`config.mk`:
```
export PLATFORM = sky130hd
export DESIGN_NAME = pci_rdtgt
export DESIGN_NICKNAME = d
export VERILOG_FILES = /design/src/rtl/pci_rdtgt_pkg.sv /design/src/rtl/pci_rdtgt_decode.sv /design/src/rtl/pci_rdtgt_rdmux.sv /design/src/rtl/pci_rdtgt_fsm.sv /design/src/rtl/pci_rdtgt.sv
export SDC_FILE = /design/constraint.sdc
export NUM_CORES = 1
export LEC_CHECK = 0
export BUFFER_PORTS_ARGS = -buffer_cell sky130_fd_sc_hd__buf_2
export CORE_AREA = 8 8 138 140
export DETAILED_ROUTE_END_ITERATION = 6
export DIE_AREA = 0 0 146 148
export PLACE_DENSITY = 0.54
export RECOVER_POWER = 100
export SLEW_MARGIN = 20
export SYNTH_ARGS = -nofsm -noshare
export SYNTH_HDL_FRONTEND = slang
export SYNTH_SLANG_ARGS = --single-unit
```
`constraint.sdc`:
```
create_clock -name clk -period 2.65 [get_ports clk]
set_clock_uncertainty 0.1 [all_clocks]
set_input_delay 0.265 -clock clk [delete_from_list [all_inputs] [get_ports clk]]
set_output_delay 0.265 -clock clk [all_outputs]
set_load 0.01 [all_outputs]
```
`src/rtl/pci_rdtgt_pkg.sv`:
```
// Shared definitions for the single-phase register read target.
// Assumes a 32-bit multiplexed address/data bus.
package pci_rdtgt_pkg;
    localparam int BUS_W = 32;
    localparam int CMD_W = 4;

    // Bus command codes as they appear on cbe_n during the address phase
    localparam logic [CMD_W-1:0] CMD_IO_READ  = 4'b0010;
    localparam logic [CMD_W-1:0] CMD_MEM_READ = 4'b0110;

    // Target controller states
    typedef enum logic [2:0] {
        ST_IDLE,   // bus watched, nothing driven
        ST_WAIT,   // claimed, waiting for the initiator to become ready
        ST_DATA,   // TRDY# asserted, word on the bus
        ST_TERM,   // STOP# held until FRAME# rises
        ST_TURN    // controls driven high for one clock before release
    } tgt_state_e;
endpackage

```
`src/rtl/pci_rdtgt_decode.sv`:
```
// Address and command decode for the register window.
// Purely combinational; the caller qualifies the result with the
// address-phase timing. Assumes NUM_REGS is a power of two >= 2 and that
// BASE_ADDR is aligned to the window size.
module pci_rdtgt_decode
    import pci_rdtgt_pkg::*;
#(
    parameter logic [BUS_W-1:0] BASE_ADDR  = 32'h4000_0000,
    parameter int               NUM_REGS   = 8,
    parameter int               FIFO_INDEX = 3,
    parameter int               IDX_W      = 3
) (
    input  logic [BUS_W-1:0] ad_in,
    input  logic [CMD_W-1:0] cbe_n,
    output logic             hit,
    output logic [IDX_W-1:0] idx,
    output logic             is_fifo
);
    localparam int            WIN_BITS = IDX_W + 2;
    localparam logic [IDX_W-1:0] FIFO_SEL = IDX_W'(FIFO_INDEX);

    logic in_window;
    logic cmd_ok;

    // Window compare, command check and slot extraction
    always_comb begin
        in_window = (ad_in[BUS_W-1:WIN_BITS] == BASE_ADDR[BUS_W-1:WIN_BITS]);
        cmd_ok    = ((cbe_n == CMD_MEM_READ) && (ad_in[1:0] == 2'b00)) ||
                    (cbe_n == CMD_IO_READ);
        hit       = in_window && cmd_ok && (NUM_REGS > 0);
        idx       = ad_in[WIN_BITS-1:2];
        is_fifo   = (idx == FIFO_SEL);
    end
endmodule

```
`src/rtl/pci_rdtgt_rdmux.sv`:
```
// Read data selection: picks one word of the flat register bank, or the
// FIFO head when the latched slot is the FIFO port. Combinational.
module pci_rdtgt_rdmux
    import pci_rdtgt_pkg::*;
#(
    parameter int NUM_REGS = 8,
    parameter int IDX_W    = 3
) (
    input  logic [NUM_REGS*BUS_W-1:0] reg_bank,
    input  logic [BUS_W-1:0]          fifo_data,
    input  logic [IDX_W-1:0]          sel_idx,
    input  logic                      sel_fifo,
    output logic [BUS_W-1:0]          rd_word
);
    logic [BUS_W-1:0] words [NUM_REGS];

    // Unpack the flat bank into an indexable array
    for (genvar gi = 0; gi < NUM_REGS; gi++) begin : g_unpack
        assign words[gi] = reg_bank[gi*BUS_W +: BUS_W];
    end

    // Final word: FIFO head overrides the bank slot
    always_comb begin
        rd_word = sel_fifo ? fifo_data : words[sel_idx];
    end
endmodule

```
`src/rtl/pci_rdtgt_fsm.sv`:
```
// Target controller. It claims decoded cycles with fast DEVSEL# timing,
// holds TRDY# off until the initiator is ready so the burst intent is
// known, and ends every cycle after one data phase (disconnect with data)
// or with a retry for an empty FIFO. All outputs are registered except
// fifo_pop, which marks the transfer edge.
// Assumes legal initiator behaviour: a new cycle starts only after FRAME#
// has been high.
module pci_rdtgt_fsm
    import pci_rdtgt_pkg::*;
#(
    parameter int IDX_W = 3
) (
    input  logic             clk,
    input  logic             rst_n,
    input  logic             frame_n,
    input  logic             irdy_n,
    input  logic             dec_hit,
    input  logic [IDX_W-1:0] dec_idx,
    input  logic             dec_fifo,
    input  logic             fifo_empty,
    input  logic [BUS_W-1:0] rd_word,
    output logic [IDX_W-1:0] sel_idx,
    output logic             sel_fifo,
    output logic             fifo_pop,
    output logic [BUS_W-1:0] ad_out,
    output logic             ad_oe,
    output logic             devsel_n,
    output logic             devsel_oe,
    output logic             trdy_n,
    output logic             trdy_oe,
    output logic             stop_n,
    output logic             stop_oe
);
    tgt_state_e state;
    logic       frame_q;
    logic       xfer;

    // A word moves when the initiator is ready during the data state
    always_comb begin
        xfer     = (state == ST_DATA) && !irdy_n;
        fifo_pop = xfer && sel_fifo;
    end

    // Transaction sequencing and output registers
    always_ff @(posedge clk) begin
        if (!rst_n) begin
            state     <= ST_IDLE;
            frame_q   <= 1'b1;
            sel_idx   <= '0;
            sel_fifo  <= 1'b0;
            ad_out    <= '0;
            ad_oe     <= 1'b0;
            devsel_n  <= 1'b1;
            devsel_oe <= 1'b0;
            trdy_n    <= 1'b1;
            trdy_oe   <= 1'b0;
            stop_n    <= 1'b1;
            stop_oe   <= 1'b0;
        end else begin
            frame_q <= frame_n;
            case (state)
                ST_IDLE: begin
                    if (!frame_n && frame_q && dec_hit) begin
                        sel_idx   <= dec_idx;
                        sel_fifo  <= dec_fifo;
                        devsel_n  <= 1'b0;
                        devsel_oe <= 1'b1;
                        trdy_n    <= 1'b1;
                        trdy_oe   <= 1'b1;
                        stop_n    <= 1'b1;
                        stop_oe   <= 1'b1;
                        state     <= ST_WAIT;
                    end
                end
                ST_WAIT: begin
                    if (sel_fifo && fifo_empty) begin
                        stop_n <= 1'b0;
                        state  <= ST_TERM;
                    end else if (!irdy_n) begin
                        trdy_n <= 1'b0;
                        stop_n <= frame_n;
                        ad_out <= rd_word;
                        ad_oe  <= 1'b1;
                        state  <= ST_DATA;
                    end
                end
                ST_DATA: begin
                    if (xfer) begin
                        trdy_n <= 1'b1;
                        ad_oe  <= 1'b0;
                        if (frame_n) begin
                            devsel_n <= 1'b1;
                            stop_n   <= 1'b1;
                            state    <= ST_TURN;
                        end else begin
                            stop_n <= 1'b0;
                            state  <= ST_TERM;
                        end
                    end
                end
                ST_TERM: begin
                    if (frame_n) begin
                        devsel_n <= 1'b1;
                        stop_n   <= 1'b1;
                        trdy_n   <= 1'b1;
                        state    <= ST_TURN;
                    end
                end
                ST_TURN: begin
                    devsel_oe <= 1'b0;
                    trdy_oe   <= 1'b0;
                    stop_oe   <= 1'b0;
                    ad_oe     <= 1'b0;
                    state     <= ST_IDLE;
                end
                default: state <= ST_IDLE;
            endcase
        end
    end
endmodule

```
`src/rtl/pci_rdtgt.sv`:
```
// Top of the single-phase register read target. It ties together the
// address decode, the read-data select and the controller. Assumes
// NUM_REGS is a power of two >= 2, FIFO_INDEX < NUM_REGS, and a BASE_ADDR
// aligned to NUM_REGS*4 bytes.
module pci_rdtgt
    import pci_rdtgt_pkg::*;
#(
    parameter logic [31:0] BASE_ADDR  = 32'h4000_0000,
    parameter int          NUM_REGS   = 8,
    parameter int          FIFO_INDEX = 3
) (
    input  logic                 clk,
    input  logic                 rst_n,
    input  logic                 frame_n,
    input  logic                 irdy_n,
    input  logic [31:0]          ad_in,
    input  logic [3:0]           cbe_n,
    input  logic [NUM_REGS*32-1:0] reg_bank,
    input  logic [31:0]          fifo_data,
    input  logic                 fifo_empty,
    output logic                 fifo_pop,
    output logic [31:0]          ad_out,
    output logic                 ad_oe,
    output logic                 devsel_n,
    output logic                 devsel_oe,
    output logic                 trdy_n,
    output logic                 trdy_oe,
    output logic                 stop_n,
    output logic                 stop_oe
);
    localparam int IDX_W = $clog2(NUM_REGS);

    logic             addr_hit;
    logic [IDX_W-1:0] addr_idx;
    logic             addr_fifo;
    logic [IDX_W-1:0] sel_idx;
    logic             sel_fifo;
    logic [BUS_W-1:0] rd_word;

    pci_rdtgt_decode #(
        .BASE_ADDR (BASE_ADDR),
        .NUM_REGS  (NUM_REGS),
        .FIFO_INDEX(FIFO_INDEX),
        .IDX_W     (IDX_W)
    ) u_decode (
        .ad_in  (ad_in),
        .cbe_n  (cbe_n),
        .hit    (addr_hit),
        .idx    (addr_idx),
        .is_fifo(addr_fifo)
    );

    pci_rdtgt_rdmux #(
        .NUM_REGS(NUM_REGS),
        .IDX_W   (IDX_W)
    ) u_rdmux (
        .reg_bank (reg_bank),
        .fifo_data(fifo_data),
        .sel_idx  (sel_idx),
        .sel_fifo (sel_fifo),
        .rd_word  (rd_word)
    );

    pci_rdtgt_fsm #(
        .IDX_W(IDX_W)
    ) u_fsm (
        .clk       (clk),
        .rst_n     (rst_n),
        .frame_n   (frame_n),
        .irdy_n    (irdy_n),
        .dec_hit   (addr_hit),
        .dec_idx   (addr_idx),
        .dec_fifo  (addr_fifo),
        .fifo_empty(fifo_empty),
        .rd_word   (rd_word),
        .sel_idx   (sel_idx),
        .sel_fifo  (sel_fifo),
        .fifo_pop  (fifo_pop),
        .ad_out    (ad_out),
        .ad_oe     (ad_oe),
        .devsel_n  (devsel_n),
        .devsel_oe (devsel_oe),
        .trdy_n    (trdy_n),
        .trdy_oe   (trdy_oe),
        .stop_n    (stop_n),
        .stop_oe   (stop_oe)
    );
endmodule

```
==> results of run 1 <==
worst max-delay path, delay by kind of cell (launching register included):
kind / cells / cell delay (ns)
simple gates: 1 / 0.07
mux: 2 / 0.71
compound gates: 2 / 0.27
buf+inv: 1 / 0.27
flops: 1 / 0.69
state kept, by name, summed over array words and instances, names as in the netlist:
register and cells:
u_fsm.ad_oe 1, u_fsm.ad_out 32, u_fsm.devsel_n 1, u_fsm.devsel_oe 1
u_fsm.frame_q 1, u_fsm.sel_fifo 1, u_fsm.sel_idx 3, u_fsm.state 3
u_fsm.stop_n 1, u_fsm.trdy_n 1
stage by stage:
| step | cells | util (%) | hold WS, ns | worst slack [ns] |
|---|---|---|---|---|
| 2_1_floorplan | 384 | - | 0.2368 | 0.7871 |
| 3_3_place_gp | 948 | 35.41 | 0.3323 | 0.5665 |
| 3_5_place_dp | 948 | 35.41 | 0.3361 | 0.5604 |
| 4_1_cts | 956 | 36.39 | 0.1004 | 0.5502 |
| 5_1_grt | 959 | 35.90 | 0.1159 | 0.1898 |
| 6_report | 959 | 35.90 | 0.1228 | 0.3797 |
path summary, 6_finish.rpt:
path,from,to,cells past startpoint
max,u_fsm.sel_idx[0]$_SDFFE_PN0P_,u_fsm.ad_out[27]$_SDFFE_PN0P_,6
min,rst_n,u_fsm.frame_q$_SDFF_PN1_,2
max reg2reg,u_fsm.sel_idx[0]$_SDFFE_PN0P_,u_fsm.ad_out[27]$_SDFFE_PN0P_,6
min reg2reg,u_fsm.ad_out[14]$_SDFFE_PN0P_,u_fsm.ad_out[14]$_SDFFE_PN0P_,2
placed cells by master, fill, tap and decap left out, drive strengths merged:
cell	Yosys	layout
a31oi	1	1
o31a	1	1
nor4	6	6
nor3	2	2
nor4b	4	4
clkinv	0	1
buf	16	335
o21a	1	1
clkinvlp	0	1
nand2b	4	4
mux4	64	64
inv	4	4
a2111oi	1	1
clkbuf	23	49
nand2	40	40
diode	0	3
nand4	2	2
a211oi	2	2
a21boi	1	1
mux2i	36	36
a21oi	41	41
a21o	1	1
dfxtp	45	45
or3	2	2
nand3b	1	1
and2	1	1
o31ai	2	2
nand3	2	2
o311ai	1	1
o21ai	38	38
o221ai	1	1
nor2	41	41
power by group:
group / switching (W) / internal, W
combinational: 0.000142 / 0.000257
sequential: 0.000000140 / 0.000676
clock: 0.000303 / 0.000409
total: 0.000444 / 0.00134
routing by layer:
metal	up-vias	track usage (%)	wire [µm]
met1	2159	20.15	7603
li1	2178	-	-
met5	-	0	51
met3	25	5.717	1401
met2	186	31.07	10400
met4	8	4.379	289
kinds of logic after synthesis:
family | Yosys count | synth area share [%]
buffers and inverters | 43 | 5.078
AND/OR/NAND/NOR | 105 | 13.45
AO/OA/AOI/OAI | 91 | 12.49
multiplexers | 100 | 45.99
flip-flops | 45 | 23.00
final cells by class:
type	instances	area share, %
diodes	3	0.1235
inverters	4	0.2469
flip-flops and latches	45	14.90
repair buffers	378	31.40
clock inverters	2	0.2675
multi-input cells	296	45.97
well taps	225	4.630
clock buffers	6	2.469
==> metrics, run 1 <==
Synth area leader=mux4_2; area taken by multi-input logic gates=2795 µm²; drt initial violations=192; IO Count=369; GRT Overall Usage=17.58%; Avg WL per Cell=20.59 µm; CP arrival=2.34 ns; nets=1059; Cell variety after synth=36; slowest CP cell=dfxtp_2; share of post-route cells with drive strength above 1=56.91%; HP Class=in2reg; Die Wd=146 µm; most common cell in the netlist=mux4_2; status=finished, final reports clean; H-tree levels=2; Max Cap Viol=0; vias per cell=4.751; top cells by count, synth=64 x mux4_2, 45 x dfxtp_1, 41 x a21oi_1, 41 x nor2_1, 40 x nand2_1; core area=16940 µm²; final number of max-transition violations=0; initial antenna violation count=7; hpwl dp=16930 µm; Clk Latency, worst-skew pair=0.30 ns; CTS tree=done; R2R Setup Slk=0.38 ns; I/O Buffers=368; antenna-violating nets left=0; Pwr Density=293.9 nW/µm²; maximum vdd drop=232.3 µV; Mapped Cells=384; Longest Clk Path Bufs=2; Yosys top cell area share=36.79%; predominant post-synthesis flop cell=dfxtp_1; worst-path fanout max=20; sequential cell area=905.9 µm²; Worst Path Required=2.72 ns; syn nets=713; first-pass GRT wire length=29480 µm; Layout fillers=1796; sequential area share after synthesis=23.00%; max_slew headroom=38.73%; design area=6081 µm²; grt ovf=0; CP Cell Sequence=buf_12 > mux4_2 > mux2i_1 > nor2_1 > a21oi_1 > o21ai_0; count of final hold-check violations=0; Slew @ Worst Pin=0.9169 ns; Max Fclk=0.4405 GHz; Post-CTS Hold Buffers=0; post_cts resized=0; Critical Path Source Type=flop; Post-synth EDFFs=0; die area=21610 µm²; Final period util=85.67%; final WL=19750 µm; routability congestion estimate=0.8376; Period minus WS final=2.270 ns; nature of the critical path endpoint=flop; Sink Count=45; YS warnings=0; RSZ-0062 raised after global routing=false; Fin Setup TNS=0 ns; Synth Cell Area=3918 µm²; vias in the first global route=5005; die height=148 µm; Layout area overhead=55.22%; initial core utilization=23.13%; Final Total Pwr=0.001787 W; worst setup path class=reg2reg; Synth Register Bits=45; dpl cell area=5997 µm²; largest net degree at the start of global routing=46; dominant cells by area after synthesis=mux4_2 37%, dfxtp_1 23%, mux2i_1 9.2%, a21oi_1 5.2%, o21ai_1 4.1%; post-CTS setup buffers=0; Synth Area per Inst=10.20 µm²; final setup vio count=0; CTS Buf Count=5; Cell Rows=48; clock-pin slew on the worst setup and hold paths=0.07 ns; slowest stage delay, CP=0.69 ns; clk root buf=clkbuf_16; TritonRoute pass-1 iters=4; vias after detailed routing=4556; post-synthesis async set-or-reset flop share=0%; Static Leak=2.529 nW; residual DRC count=0
Note: power is estimated with default switching activity, not from simulation.
==> run 2, diff against run 1 <==
- CORE_AREA: 8 8 138 140 -> 8 8 139 141
- DIE_AREA: 0 0 146 148 -> 0 0 147 149
- PLACE_DENSITY: 0.54 -> 0.59
- SYNTH_HIERARCHICAL: default -> 1
==> run 2 against run 1 <==
Against the previous run:
- via count grew 15%
- sequential share of layout area shrank 1.3 points
- core utilization grew 3.3 points
- setup slack gained 0.14 ns
- critical endpoint is now u_fsm/ad_out[29]$_SDFFE_PN0P_
- largest cell class unchanged
- largest power group unchanged
==> metrics, run 2 <==
CTS tree=done (unchanged); Synth Cell Area=4791 µm² (was 3918 µm²); HP Class=in2reg (unchanged); initial core utilization=28.09% (was 23.13%); post-CTS setup buffers=0 (unchanged); clk root buf=clkbuf_16 (unchanged); status=finished, final reports clean (unchanged); grt peak-use layer=met2 (unchanged); syn nets=860 (was 713); worst setup path class=reg2reg (unchanged); post_cts resized=0 (unchanged); slowest CP cell=and2_2 (was dfxtp_2); Worst Path Required=2.77 ns (was 2.72 ns); IO Count=369 (unchanged); Mapped Cells=531 (was 384); Period minus WS final=2.127 ns (was 2.270 ns); Fin Setup TNS=0 ns (unchanged); Cell variety after synth=43 (was 36); Sink Count=45 (unchanged); RR Startpoint=u_fsm/sel_fifo$_SDFFE_PN0P_ (was u_fsm.sel_idx[0]$_SDFFE_PN0P_); Static Leak=2.795 nW (was 2.529 nW); I/O Buffers=368 (unchanged); dominant cells by area after synthesis=dfxtp_1 19%, mux2_2 15%, mux2i_1 14%, o31ai_2 8.4%, nand2_1 8.1% (was mux4_2 37%, dfxtp_1 23%, mux2i_1 9.2%, a21oi_1 5.2%, o21ai_1 4.1%); vias in the first global route=5529 (was 5005); most frequent cells in the layout=328 x buf_2, 105 x nand2_1, 69 x mux2i_1 (was 327 x buf_2, 64 x mux4_2, 42 x clkbuf_1); Synth area leader=dfxtp_1 (was mux4_2); Post-synth EDFFs=0 (unchanged); Critical Path Source Type=flop (unchanged); CP arrival=2.25 ns (was 2.34 ns); Max Fclk=0.4701 GHz (was 0.4405 GHz); max_slew headroom=23.30% (was 38.73%); Final period util=80.26% (was 85.67%); Pwr Density=277.4 nW/µm² (was 293.9 nW/µm²); final setup vio count=0 (unchanged); core area=17060 µm² (was 16940 µm²); post-layout util=39.23% (was 35.90%); clock-pin slew on the worst setup and hold paths=0.07 ns (about the same); Synth Area per Inst=9.022 µm² (was 10.20 µm²); nets=1194 (was 1059); grt ovf=0 (unchanged); Layout area overhead=39.67% (was 55.22%); Hold Path Depth=2 (unchanged); count of final hold-check violations=0 (unchanged); predominant post-synthesis flop cell=dfxtp_1 (unchanged); Yosys top cell area share=18.80% (was 36.79%); Levels on crit path=4 (was 6); post-synthesis async set-or-reset flop share=0% (unchanged); nature of the critical path endpoint=flop (unchanged); Max Cap Viol=0 (unchanged); Avg WL per Cell=19.00 µm (was 20.59 µm); design area=6691 µm² (was 6081 µm²); first-pass GRT wire length=31330 µm (was 29480 µm); residual DRC count=0 (unchanged); met3 Usage GRT=5.006% (was 5.717%); maximum vdd drop=264.8 µV (was 232.3 µV); die area=21900 µm² (was 21610 µm²); die height=149 µm (was 148 µm); Synth Register Bits=45 (unchanged); CP Cell Sequence=a2111oi_4 > and2_2 > nand2_1 > a21boi_0 (was buf_12 > mux4_2 > mux2i_1 > nor2_1 > a21oi_1 > o21ai_0); dpl cell area=6651 µm² (was 5997 µm²); Die Wd=147 µm (was 146 µm); critical path's top delay family=simple AND/OR/NAND/NOR gates (was multiplexers); vias after detailed routing=5234 (was 4556); Buf+Inv Stages, Crit Path=0 (was 1); max reg flops=32 (unchanged); final WL=20750 µm (was 19750 µm); final number of max-transition violations=0 (unchanged); commonest non-fill, non-tap cell in the layout=buf_2 (unchanged); HP Start=frame_n (was rst_n); YS warnings=6 (was 0); initial antenna violation count=1 (was 7); Post-CTS Hold Buffers=0 (unchanged); met1 Track Usage GR=20.63% (was 20.15%); slowest stage delay, CP=0.71 ns (was 0.69 ns); antenna-violating nets left=0 (unchanged); drt initial violations=177 (was 192); share of post-route cells with drive strength above 1=53.81% (was 56.91%); Largest Register=u_fsm/ad_out (was u_fsm.ad_out); met2 usage=32.76% (was 31.07%); largest net degree at the start of global routing=58 (was 46); CTS Buf Count=5 (unchanged); most common cell in the netlist=nand2_1 (was mux4_2); crit path launch=u_fsm/sel_fifo$_SDFFE_PN0P_ (was u_fsm.sel_idx[0]$_SDFFE_PN0P_); vias per cell=4.793 (was 4.751); worst-path fanout max=39 (was 20); Slew @ Worst Pin=1.151 ns (was 0.9169 ns); Cell Rows=48 (unchanged); RSZ-0062 raised after global routing=false (unchanged); Regs by FF count=u_fsm/ad_out (32), u_fsm/sel_idx (3), u_fsm/state (3) (was u_fsm.ad_out (32), u_fsm.sel_idx (3), u_fsm.state (3)); Longest Clk Path Bufs=2 (unchanged); Final Total Pwr=0.001856 W (was 0.001787 W); hpwl dp=17040 µm (was 16930 µm); sequential area share after synthesis=18.80% (was 23.00%); TritonRoute pass-1 iters=4 (unchanged); top cells by count, synth=103 x nand2_1, 69 x mux2i_1, 64 x mux2_2 (was 64 x mux4_2, 45 x dfxtp_1, 41 x a21oi_1, 41 x nor2_1, 40 x nand2_1); GRT Overall Usage=17.93% (was 17.58%); routability congestion estimate=0.8446 (was 0.8376); Clk Latency, worst-skew pair=0.30 ns (about the same); H-tree levels=2 (unchanged); Worst Reg-to-Reg Cells=4 (was 6)
-- run 2: cell types whose count changed after synthesis, moves of 32 or more --
cell,change
o31ai_2,+32
mux2i_1,+33
mux4_2,-64
o22ai_1,+32
a22o_1,+32
mux2_2,+64
a21oi_1,-35
nor2_1,-35
nand2_1,+63
-- run 2: where the power goes --
group,switching [W],internal (W)
Sequential,0.00000298,0.000677
Combinational,0.000153,0.000279
Clock,0.000297,0.000447
Total,0.000453,0.00140
-- run 2: routing by layer --
layer | share of wire, % | up-vias | routed length, µm
met5 | 0 | - | 0
met4 | 0.70 | 0 | 145
met3 | 7.3 | 10 | 1505
met2 | 51 | 209 | 10660
met1 | 41 | 2367 | 8444
li1 | - | 2648 | -
-- run 2: cell families (layout without fill, tap and decap cells) --
family | count (synthesis) | after routing | share of synthesized area [%]
DFF | 45 | 45 | 18.80
other | 0 | 1 | 0
and+or+nand+nor | 143 | 143 | 13.42
buffers and inverters | 58 | 393 | 8.958
muxes | 134 | 134 | 29.69
AOI/OAI and AO/OA | 151 | 151 | 29.12
-- run 2: metrics by stage --
step	instances	hold WS [ns]	worst slack, ns
finish	1092	0.1491	0.5230
global route	1092	0.1443	0.3401
CTS	1091	0.1272	0.6503
detailed placement	1083	0.3549	0.5044
global placement	1083	0.3495	0.4993
floorplan	531	0.2380	0.7816
-- run 2: final timing paths --
path | slack (ns) | to
hold / removal | 0.15 | u_fsm/frame_q$_SDFF_PN1_
setup / recovery | 0.52 | u_fsm/ad_out[29]$_SDFFE_PN0P_
setup reg to reg | 0.52 | u_fsm/ad_out[29]$_SDFFE_PN0P_
hold reg to reg | 0.36 | u_fsm/ad_out[13]$_SDFFE_PN0P_
-- run 2: cell type report --
class | instances | area (µm²)
diodes | 1 | 2.502
repair buffers | 382 | 1918
inverters | 3 | 11.26
flip-flops and latches | 45 | 908.4
fillers | 1849 | 10360
multi-input cells | 428 | 3398
well taps | 225 | 281.5
clock buffers | 5 | 125.1
clock inverters | 3 | 46.29
==> run 3, diff against run 2 <==
- ABC_AREA: default -> 1
- CORE_AREA: 8 8 139 141 -> 8 8 136 138
- DIE_AREA: 0 0 147 149 -> 0 0 144 146
- PLACE_DENSITY: 0.59 -> 0.66
- clock period: 2.65 -> 2.1 ns (I/O delays scaled with it)
==> run 3 against run 2 <==
Against the previous run:
- setup slack got worse by 0.18 ns
- non-clock buffer count is 5 higher
- sequential share of layout area fell by 1.3 points
- critical path depth rose by 4
- design area rose by 11%
- global-route usage grew 4.1 points
- sequential cell count stayed put
- largest power group is now registers
- highest routed layer unchanged
==> metrics, run 3 <==
status=finished, final reports clean (unchanged); vias after detailed routing=7588 (was 5234); Pwr Density=359.4 nW/µm² (was 277.4 nW/µm²); CTS tree=done (unchanged); sequential area share after synthesis=16.62% (was 18.80%); Avg WL per Cell=14.84 µm (was 19.00 µm); clk root buf=clkbuf_16 (unchanged); Sequential Power Share=36.5% (was 36.7%); Levels on crit path=8 (was 4); commonest non-fill, non-tap cell in the layout=nand2_1 (was buf_2); Synth Register Bits=45 (unchanged); P_int=0.001783 W (was 0.001403 W); R2R Setup Slk=0.34 ns (was 0.52 ns); Critical Path End=u_fsm/ad_out[28]$_SDFFE_PN0P_ (was u_fsm/ad_out[29]$_SDFFE_PN0P_); predominant post-synthesis flop cell=dfxtp_1 (unchanged); core area=16290 µm² (was 17060 µm²); Synth Cell Area=5421 µm² (was 4791 µm²); Yosys top cell area share=28.87% (was 18.80%); post-layout util=45.51% (was 39.23%); YS warnings=6 (unchanged); H-tree levels=2 (unchanged); dpl cells=1644 (was 1083); Synth Area per Inst=4.897 µm² (was 9.022 µm²); final setup vio count=0 (unchanged); Largest Register=u_fsm/ad_out (unchanged); maximum vdd drop=282.4 µV (was 264.8 µV); grt ovf=0 (unchanged); slowest CP cell=dfxtp_4 (was and2_2); nature of the critical path endpoint=flop (unchanged); vias in the first global route=7270 (was 5529); Net Switching=0.0008813 W (was 0.0004530 W); post_cts resized=0 (unchanged); max reg flops=32 (unchanged); Regs by FF count=u_fsm/ad_out (32), u_fsm/sel_idx (3), u_fsm/state (3) (unchanged); hold_ws=0.06555 ns (was 0.1491 ns); final WL=24610 µm (was 20750 µm); nets=1760 (was 1194); Longest Clk Path Bufs=2 (unchanged); initial antenna violation count=6 (was 1); Cell variety after synth=24 (was 43); vias per cell=4.577 (was 4.793); dominant cells by area after synthesis=nand2_1 29%, nand3_1 19%, dfxtp_1 17%, inv_1 14%, nor2_1 7.1% (was dfxtp_1 19%, mux2_2 15%, mux2i_1 14%, o31ai_2 8.4%, nand2_1 8.1%); RR Startpoint=u_fsm/sel_idx[0]$_SDFFE_PN0P_ (was u_fsm/sel_fifo$_SDFFE_PN0P_); Max Cap Viol=0 (unchanged); Static Leak=4.691 nW (was 2.795 nW); Max Fclk=0.5682 GHz (was 0.4701 GHz); Post-synth EDFFs=0 (unchanged); Synth area leader=nand2_1 (was dfxtp_1); Mapped Cells=1107 (was 531); Worst Reg-to-Reg Cells=8 (was 4); die height=146 µm (was 149 µm); most used cell, CP=nand3_1; most frequent cells in the layout=417 x nand2_1, 328 x buf_2, 210 x nand3_1 (was 328 x buf_2, 105 x nand2_1, 69 x mux2i_1); Cell Rows=47 (was 48); top cells by count, synth=417 x nand2_1, 209 x nand3_1, 206 x inv_1 (was 103 x nand2_1, 69 x mux2i_1, 64 x mux2_2); Clk pwr share=30.8% (was 40.1%); final number of max-transition violations=0 (unchanged); post-CTS setup buffers=0 (unchanged); Final Total Pwr=0.002665 W (was 0.001856 W); CP Cell Sequence=buf_12 > nand2_1 > nand3_1 > nand3_1 > nand3_1 > nand2_1 > nor2_1 > nor2_1 (was a2111oi_4 > and2_2 > nand2_1 > a21boi_0); die area=21020 µm² (was 21900 µm²); Switching Share=33.08% (was 24.40%); count of final hold-check violations=0 (unchanged); post-synthesis async set-or-reset flop share=0% (unchanged); Final period util=83.81% (was 80.26%); Period minus WS final=1.760 ns (was 2.127 ns); Buf+Inv Stages, Crit Path=1 (was 0); slowest stage delay, CP=0.48 ns (was 0.71 ns); Slew @ Worst Pin=1.149 ns (was 1.151 ns); Critical Path Source Type=flop (unchanged); Fin Setup TNS=0 ns (unchanged); CP arrival=1.85 ns (was 2.25 ns); worst setup path class=reg2reg (unchanged); CTS Buf Count=5 (unchanged); Sink Count=45 (unchanged); initial core utilization=33.28% (was 28.09%); routability congestion estimate=0.9146 (was 0.8446); critical path's top delay family=simple AND/OR/NAND/NOR gates (unchanged); Comb pwr share=32.7% (was 23.3%); syn nets=1436 (was 860); share of post-route cells with drive strength above 1=25.70% (was 53.81%); max_slew headroom=23.40% (was 23.30%); HP Class=in2reg (unchanged); crit path launch=u_fsm/sel_idx[0]$_SDFFE_PN0P_ (was u_fsm/sel_fifo$_SDFFE_PN0P_); drt initial violations=509 (was 177); antenna-violating nets left=0 (unchanged); worst-path fanout max=84 (was 39); RSZ-0062 raised after global routing=false (unchanged); TritonRoute pass-1 iters=6 (was 4); hpwl dp=19150 µm (was 17040 µm); IO Count=369 (unchanged); first-pass GRT wire length=37400 µm (was 31330 µm); Layout area overhead=36.74% (was 39.67%); largest net degree at the start of global routing=85 (was 58); I/O Buffers=368 (unchanged); Die Wd=144 µm (was 147 µm); Finished Layout Cells=1658 (was 1092); Reg2Reg Capture Point=u_fsm/ad_out[28]$_SDFFE_PN0P_ (was u_fsm/ad_out[29]$_SDFFE_PN0P_); most common cell in the netlist=nand2_1 (unchanged); clock-pin slew on the worst setup and hold paths=0.07 ns (about the same); Post-CTS Hold Buffers=0 (unchanged); residual DRC count=0 (unchanged); Worst Path Required=2.19 ns (was 2.77 ns); GRT Overall Usage=22.04% (was 17.93%); Clk Latency, worst-skew pair=0.29 ns (was 0.30 ns)
run 3: tightest hold or removal path: stages:
cell	delay [ns]
buf_2	0.09
nor2_1	0.04
nor2_1	0.08
run 3: power groups by stage:
stage / sequential [W] / clock (W) / combinational [W]
global route: 0.000983 / 0.000886 / 0.000994
detailed placement: 0.000991 / 0 / 0.000898
floorplan: 0.00102 / 0 / 0.000410
CTS: 0.000973 / 0.000850 / 0.000902
global placement: 0.000993 / 0 / 0.000890
finish: 0.000973 / 0.000821 / 0.000871
run 3: metal layers:
metal / up-vias / global-route usage [%] / routed length (µm)
met5: - / 0 / 0
met4: 0 / 6.733 / 476
met3: 24 / 3.543 / 2101
met2: 294 / 38.30 / 11930
met1: 3304 / 26.94 / 10100
li1: 3966 / - / -
run 3: layout make-up:
cell class / count / area (µm²)
clock inverter: 3 / 21.27
inverter: 211 / 794.5
fill: 1924 / 8876
timing repair buffer: 387 / 1994
clock buffer: 5 / 125.1
tap: 220 / 275.3
sequential: 45 / 908.4
antenna: 6 / 15.01
multi-input combinational: 781 / 3279
run 3: cells by family after synthesis:
family,synth area share (%)
and+or+nand+nor,56.77
DFF,16.62
AOI/OAI and AO/OA,4.085
buffers and inverters,22.52
run 3: worst min path at each step:
stage / from / end / slack, ns / cells after the start
after CTS: ad_in[3] / u_fsm/sel_idx[1]$_SDFFE_PN0P_ / 0.05 / 3
after detailed placement: u_fsm/trdy_n$_SDFFE_PN1P_ / u_fsm/trdy_n$_SDFFE_PN1P_ / 0.34 / 2
after floorplan: frame_n / u_fsm/frame_q$_SDFF_PN1_ / 0.23 / 2
after global placement: u_fsm/trdy_n$_SDFFE_PN1P_ / u_fsm/trdy_n$_SDFFE_PN1P_ / 0.34 / 2
final: ad_in[3] / u_fsm/sel_idx[1]$_SDFFE_PN0P_ / 0.07 / 3
after global routing: ad_in[2] / u_fsm/sel_idx[0]$_SDFFE_PN0P_ / 0.08 / 3
run 3: per-stage QoR:
step,setup WS (ns),cell area [µm²]
final,0.3400,7413
after global placement,0.3623,7325
after global routing,0.1386,7413
after floorplan,0.6681,5421
after detailed placement,0.3132,7325
after CTS,0.2992,7471
